==> src/rtl/ts0_pkg.sv <==
package ts0_pkg;
  localparam int FRAMES = 16;
  localparam int CRC_W  = 4;
  localparam int WORD_W = 8;
  localparam int SVC_W  = 4;
  localparam logic [WORD_W-2:0] ALIGN_PAT = 7'b0011011;
endpackage

==> src/rtl/ts0_frame_ctr.sv <==
module ts0_frame_ctr #(
  parameter int FRAMES_P = 16,
  parameter int GROUP_P  = 4,
  localparam int IW = $clog2(FRAMES_P),
  localparam int GB = $clog2(GROUP_P)
) (
  input  logic          clk_i,
  input  logic          rst_ni,
  input  logic          step_i,
  output logic [IW-1:0] idx_o,
  output logic          grp_load_o,
  output logic          mfs_o
);
  localparam logic [IW-1:0] LAST = IW'(FRAMES_P - 1);

  logic [IW-1:0] idx_q, idx_nxt;
  logic          mfs_q;

  assign idx_nxt    = (idx_q == LAST) ? '0 : idx_q + 1'b1;
  // entering a frame whose index is a multiple of the group size
  assign grp_load_o = step_i && (idx_nxt[GB-1:0] == '0);

  always_ff @(posedge clk_i or negedge rst_ni) begin
    if (!rst_ni) begin
      idx_q <= '0;
      mfs_q <= 1'b0;
    end else begin
      if (step_i) idx_q <= idx_nxt;
      mfs_q <= step_i && (idx_q == LAST);
    end
  end

  assign idx_o = idx_q;
  assign mfs_o = mfs_q;

  a_r2_wrap: assert property (@(posedge clk_i) disable iff (!rst_ni)
    step_i && idx_q == LAST |=> idx_q == '0);
  a_r2_hold: assert property (@(posedge clk_i) disable iff (!rst_ni)
    !step_i |=> $stable(idx_q));
  a_r3_single: assert property (@(posedge clk_i) disable iff (!rst_ni)
    mfs_q |=> !mfs_q);
  a_r3_first: assert property (@(posedge clk_i) disable iff (!rst_ni)
    mfs_q |-> idx_q == '0);
endmodule

==> src/rtl/ts0_crc_hold.sv <==
module ts0_crc_hold #(
  parameter int CRC_W_P = 4
) (
  input  logic               clk_i,
  input  logic               rst_ni,
  input  logic               vld_i,
  input  logic [CRC_W_P-1:0] crc_i,
  input  logic               load_i,
  output logic [CRC_W_P-1:0] act_o
);
  logic [CRC_W_P-1:0] pend_q, act_q, pend_eff;

  // a capture in the boundary cycle bypasses the pending register
  assign pend_eff = vld_i ? crc_i : pend_q;

  always_ff @(posedge clk_i or negedge rst_ni) begin
    if (!rst_ni) begin
      pend_q <= '0;
      act_q  <= '0;
    end else begin
      pend_q <= pend_eff;
      if (load_i) act_q <= pend_eff;
    end
  end

  assign act_o = act_q;

  a_r7_hold: assert property (@(posedge clk_i) disable iff (!rst_ni)
    !load_i |=> $stable(act_q));
  a_r7_bypass: assert property (@(posedge clk_i) disable iff (!rst_ni)
    load_i && vld_i |=> act_q == $past(crc_i));
endmodule

==> src/rtl/ts0_word_fmt.sv <==
module ts0_word_fmt
  import ts0_pkg::*;
#(
  parameter int FRAMES_P = 16,
  parameter int CRC_W_P  = 4,
  localparam int IW = $clog2(FRAMES_P),
  localparam int GB = $clog2(CRC_W_P)
) (
  input  logic [IW-1:0]      idx_i,
  input  logic [CRC_W_P-1:0] act_i,
  input  logic               d_i,
  input  logic               n_i,
  input  logic [SVC_W-1:0]   y_i,
  output logic [WORD_W-1:0]  word_o
);
  logic [GB-1:0] sel;
  logic          x_bit;

  // idx = frame - 1, so even idx is an odd frame
  assign sel   = GB'(CRC_W_P - 1) - idx_i[GB-1:0];
  assign x_bit = act_i[sel];

  always_comb begin
    if (!idx_i[0]) word_o = {x_bit, ALIGN_PAT};
    else           word_o = {x_bit, 1'b1, d_i, n_i, y_i};
  end
endmodule

==> src/rtl/ts0_word_seq.sv <==
module ts0_word_seq
  import ts0_pkg::*;
#(
  parameter int FRAMES_P = FRAMES,
  parameter int CRC_W_P  = CRC_W,
  localparam int IW   = $clog2(FRAMES_P),
  localparam int FN_W = $clog2(FRAMES_P + 1)
) (
  input  logic               clk_i,
  input  logic               rst_ni,
  input  logic               frame_i,
  input  logic               alarm_d_i,
  input  logic               alarm_n_i,
  input  logic [SVC_W-1:0]   svc_y_i,
  input  logic [CRC_W_P-1:0] crc_i,
  input  logic               crc_vld_i,
  output logic [WORD_W-1:0]  word_o,
  output logic [FN_W-1:0]    frame_num_o,
  output logic               mfs_o
);
  logic [IW-1:0] idx;
  logic          grp_load;
  logic [CRC_W_P-1:0] act;

  ts0_frame_ctr #(.FRAMES_P(FRAMES_P), .GROUP_P(CRC_W_P)) u_ctr (
    .clk_i(clk_i), .rst_ni(rst_ni), .step_i(frame_i),
    .idx_o(idx), .grp_load_o(grp_load), .mfs_o(mfs_o)
  );

  ts0_crc_hold #(.CRC_W_P(CRC_W_P)) u_crc (
    .clk_i(clk_i), .rst_ni(rst_ni), .vld_i(crc_vld_i), .crc_i(crc_i),
    .load_i(grp_load), .act_o(act)
  );

  ts0_word_fmt #(.FRAMES_P(FRAMES_P), .CRC_W_P(CRC_W_P)) u_fmt (
    .idx_i(idx), .act_i(act), .d_i(alarm_d_i), .n_i(alarm_n_i),
    .y_i(svc_y_i), .word_o(word_o)
  );

  assign frame_num_o = FN_W'(idx) + 1'b1;

  a_r4_marker: assert property (@(posedge clk_i) disable iff (!rst_ni)
    frame_num_o[0] |-> word_o[6] == 1'b0);
  a_r5_marker: assert property (@(posedge clk_i) disable iff (!rst_ni)
    !frame_num_o[0] |-> word_o[6] == 1'b1);
  a_r5_pass: assert property (@(posedge clk_i) disable iff (!rst_ni)
    !frame_num_o[0] |-> word_o[3:0] == svc_y_i);
  a_r3_frame_one: assert property (@(posedge clk_i) disable iff (!rst_ni)
    mfs_o |-> frame_num_o == FN_W'(1));
endmodule

==> config.mk <==
export PLATFORM = sky130hd
export DESIGN_NAME = ts0_word_seq
export DESIGN_NICKNAME = d
export VERILOG_FILES = /design/src/rtl/ts0_pkg.sv /design/src/rtl/ts0_frame_ctr.sv /design/src/rtl/ts0_crc_hold.sv /design/src/rtl/ts0_word_fmt.sv /design/src/rtl/ts0_word_seq.sv
export SDC_FILE = /design/constraint.sdc
export NUM_CORES = 1
export LEC_CHECK = 0
export ABC_AREA = 1
export CAP_MARGIN = 20
export CORE_AREA = 3 3 40 42
export CTS_BUF_LIST = sky130_fd_sc_hd__clkbuf_8
export DETAILED_ROUTE_END_ITERATION = 12
export DIE_AREA = 0 0 43 45
export DONT_BUFFER_PORTS = 1
export PLACE_DENSITY_LB_ADDON = 0.12
export SLEW_MARGIN = 20
export SYNTH_ARGS = -nofsm -noshare
export SYNTH_HDL_FRONTEND = slang
export SYNTH_SLANG_ARGS = --single-unit
==> constraint.sdc <==
create_clock -name clk_i -period 1.3 [get_ports clk_i]
set_input_delay 0.13 -clock clk_i [delete_from_list [all_inputs] [get_ports clk_i]]
set_output_delay 0.13 -clock clk_i [all_outputs]
set_load 0.02 [all_outputs]
# Word-level counts from Yosys, hierarchy flattened
# Cells that the tools add are included.
# word_totals
ff_bits	13
latch_bits	0
ram_bits	0
rom_bits	0
output_inout_bits	14
memories	0
# classes
addsub	3
multipliers	0
div_mod_pow	0
magnitude_cmp	1
eq_ne	1
shift	0
n_mux	5
bitwise	0
reduce_logical	3
# ops
cell	count
$mux W4	2
$mux W7	1
$add A4 B1 Y5 const B	1
$add A4 B1 Y4 const B	1
$eq A4 B4 Y1 const B	1
$lt A2 B3 Y1 const B	1
$bmux W1 S2	1
$logic_and A1 B1 Y1	2
$logic_not A2 Y1	1
$sub A2 B2 Y2 const A	1
$mux W1	1

# Depth between registers and ports, before layout
# logic_depth
ltp_word	4
mapped_depth	6
mapped_depth_nobuf	6

# Modules after synthesis
# Synthesis repeated with hierarchy kept, for this count alone.
# hier_totals
cells_unflattened	104
hier_area_um2	749.5
# modules_own_cells
module	instances	cells_per_inst	area_per_inst_um2	seq_area_each_um2
ts0_crc_hold	1	42	342.8	200.2
ts0_frame_ctr	1	29	245.2	125.1
ts0_word_fmt	1	23	106.4	0.0
ts0_word_seq	1	10	55.1	0.0

# Worst setup path after synthesis
# Ideal clock, no wire load.
# synth_timing
path_kind	reg2out
startpoint	register u_ctr.idx_q[0] (netlist: u_ctr.idx_o[0])
endpoint	output port word_o[7]
arrival_time_ns	1.121
required_time_ns	1.170
path_slack_ns	0.049
stages_incl_launch_ff	7
n_path_buf	2
path_cell_list	dfrtp_1 buf_4 inv_1 a21oi_1 o21ai_0 nand2_1 buf_4
# synth_between
elab_chain_len	3
# synth_lines
item	line	text
start: declaration	ts0_frame_ctr.sv:16	logic [IW-1:0] idx_q, idx_nxt;
start signal: assignment	ts0_frame_ctr.sv:28	if (step_i) idx_q <= idx_nxt;
$sub A2 B2 Y2	ts0_word_fmt.sv:20	assign sel = GB'(CRC_W_P - 1) - idx_i[GB-1:0];
$bmux W1 S2	ts0_word_fmt.sv:21	assign x_bit = act_i[sel];
$mux W1 (implied by the code)	ts0_word_fmt.sv:21	
end: declaration	ts0_word_seq.sv:17	output logic [WORD_W-1:0] word_o,
# Every way passes these cells. The select of a mux whose other input is x is not followed.

# Worst setup path after layout
# layout_timing
startpoint	register u_ctr.idx_q[0] (netlist: u_ctr.idx_o[0])
endpoint	output port frame_num_o[3]
# layout_between
elab_chain_len	1
# layout_lines
item	line	text
$add A4 B1 Y5	ts0_word_seq.sv:40	assign frame_num_o = FN_W'(idx) + 1'b1;
end: declaration	ts0_word_seq.sv:18	output logic [FN_W-1:0] frame_num_o,
# Every way passes these cells.

==> results.cfg <==
[pwr]
seq_power_share_pct = 37.2
switchingPower_w = 0.000678
p_int_w = 0.00105
swShare_pct = 39.2
powerDensity_nw_per_um2 = 2140
pwr-share-comb_pct = 43.2
vdd_drop_max_v = 0.00130
clockPowerShare_pct = 19.6
p_leak_nw = 0.437

[global_route]
antenna_found_initial = 0
grt_overflow = 0
track_usage_pct = 15.5
grt_max_degree = 14
grt_pass1_wl_mm = 2.15
first_global_vias = 514

[clocking]
cts_tree = done
cts_max_level = 1
cts_made_buffers = 3
cts_root_buf = clkbuf_8
insertion_delay_ns = 0.24
clockBufferDepth = 2
clock_sinks = 13
path_clk_slew_ns = 0.05

[critical_path]
critPathLaunchType = flip-flop
worstSetupPathType = reg2out
ff2ff_path_depth = 7
r2r_slack_ns = 0.14
crit_path_end_kind = primary output
rr_startpoint = u_ctr.idx_o[0]
crit_required_ns = 1.17
cp_max_fo = 7
r2r-end = u_ctr.idx_o[3]
crit_arrival_ns = 1.21

[timing]
relSlewSlack_pct = 62.6
skew_ns = 0.000294
setup_viol = 3
fmax_mhz = 748
fin_ws_ns = -0.0366
rsz0062_at_grt = true
hold_violations = 0
tightest_slew_ns = 0.559
fin_tns_setup_ns = -0.0694
maxSlewViolCount = 0
period_needed_ns = 1.34
whs_ns = 0.0143
period_share_pct = 103

[placed_design]
place_area_um2 = 679
dpl.cell_count = 98
io_buffers = 0
hpwl_um = 948
place.gp.congestion = 0.809

[detailed_routing]
ant_nets = 0
drt_iter0_drc = 3
first_pass_iters = 2
drcViolationCount = 0
via_per_inst = 4.93
drt_wl_total_mm = 1.30
wl_per_cell_um = 12.3
vias = 523

[cells_and_area]
final_common_cell = nand2_1
final_nets = 108
fin_util_pct = 62.8
final_cells = 106
layout-drive-gt1-share_pct = 26.4
design_area_um2 = 807
diodes = 0
mostFrequentLayoutCells = nand2_1 (24), inv_1 (15), dfrtp_1 (11)
area_growth_pct = 25.0

[synth]
synth_fp_nets = 97
yosysWarnings = 0
synth_area_per_cell_um2 = 7.97
yosys_register_bits = 13
syn_inst = 81
ys_seq_area_share_pct = 50.4
netlist_area_um2 = 646
synth_cell_types = 13

[floorplan]
die_w_um = 43
io_pins = 28
core_area_um2 = 1280
dieArea_um2 = 1940
rows = 13
die_height_um = 45
start_util_pct = 50.2

[worst_hold_path]
hp-start = frame_i
hold_depth = 2
hold_path_class = in2reg
whs_endpoint = u_ctr.idx_o[2]

[run_status]
violations = setup timing
outcome = complete, but fails checks

[run]
cap_violations = 0
==> synthesized netlist by cell type <==
| library cell | count | area [µm²] |
|---|---|---|
| nand2_1 | 26 | 97.6 |
| inv_1 | 16 | 60.1 |
| dfrtp_1 | 13 | 325 |
| o21ai_0 | 9 | 45.0 |
| or2_2 | 4 | 25.0 |
| buf_4 | 3 | 22.5 |
| a21oi_1 | 2 | 10.0 |
| ha_1 | 2 | 25.0 |
| nand3_1 | 2 | 10.0 |
| nand4_1 | 1 | 6.26 |
| nor2_1 | 1 | 3.75 |
| o22ai_1 | 1 | 6.26 |
| xor2_1 | 1 | 8.76 |
==> worst max-delay path: stages (launching register included) <==
cell and delay [ns]:
dfrtp_2 0.43, buf_6 0.17, nand3_2 0.08, nand2_2 0.08, nand2_2 0.07, buf_6 0.13
==> flip-flops by register name (all words and copies together) (netlist names) <==
register and flops:
u_ctr.mfs_o 1, u_ctr.idx_o 4, u_crc.act_o 4, u_crc.pend_q 4
==> power groups by stage <==
stage	clock, W	sequential [W]	combinational [W]
2_1_floorplan	0	0.000596	0.000484
3_3_place_gp	0	0.000614	0.000595
3_5_place_dp	0	0.000623	0.000598
4_1_cts	0.000348	0.000634	0.000712
5_1_grt	0.000376	0.000661	0.000831
6_report	0.000339	0.000643	0.000746
==> how the worst max path moves through the flow <==
stage / depth (start not counted) / start / to / slack [ns]
after CTS: 2 / u_ctr.idx_o[0] / frame_num_o[1] / -0.02
after floorplan: 6 / u_ctr.idx_o[0] / word_o[7] / 0.05
after detailed placement: 6 / u_ctr.idx_o[1] / u_ctr.idx_o[3] / 0.15
after global routing: 5 / u_ctr.idx_o[0] / frame_num_o[3] / -0.10
after global placement: 6 / u_ctr.idx_o[0] / u_ctr.idx_o[3] / 0.17
final: 5 / u_ctr.idx_o[0] / frame_num_o[3] / -0.04
==> through the flow <==
stage | setup WS [ns] | total power, W
2_1_floorplan | 0.0494 | 0.00108
4_1_cts | -0.0176 | 0.00169
3_3_place_gp | 0.167 | 0.00121
3_5_place_dp | 0.147 | 0.00122
6_report | -0.0366 | 0.00173
5_1_grt | -0.101 | 0.00187
==> logic make-up (layout without fill, tap and decap cells) <==
group | count (synthesis) | in the layout | share of synthesized area [%]
flip-flops | 13 | 13 | 50.4
AND/OR/NAND/NOR | 34 | 34 | 22.1
AO/OA/AOI/OAI | 12 | 12 | 9.50
buffers and inverters | 19 | 29 | 12.8
adder cells (fa/ha/maj) | 2 | 2 | 3.88
XOR/XNOR | 1 | 1 | 1.36
==> area by class of cell <==
class | count | area (µm²)
Clock buffer | 3 | 41.3
Multi-Input combinational cell | 49 | 272
Timing Repair Buffer | 9 | 83.8
Sequential cell | 13 | 328
Inverter | 16 | 60.1
Tap cell | 15 | 18.8
Fill cell | 119 | 478
Clock inverter | 1 | 3.75
==> timing repair <==
item                                    in CTS  in global routing
gates resized for setup                      9                  5
pin swaps                                    2                  3
endpoints found under the setup margin       4                  9
endpoints found under the hold margin       14                  0
buffers inserted                             2                  0
hold buffers                                 2                  0
==> layer usage <==
| metal | vias to the layer above | global-route usage, % | share of wire, % |
|---|---|---|---|
| li1 | 263 | - | - |
| met5 | - | 0 | 0 |
| met4 | 0 | 7.23 | 2.1 |
| met1 | 239 | 17.7 | 42 |
| met2 | 17 | 26.3 | 49 |
| met3 | 4 | 5.18 | 6.1 |
Power figures use the tool's default switching activity.
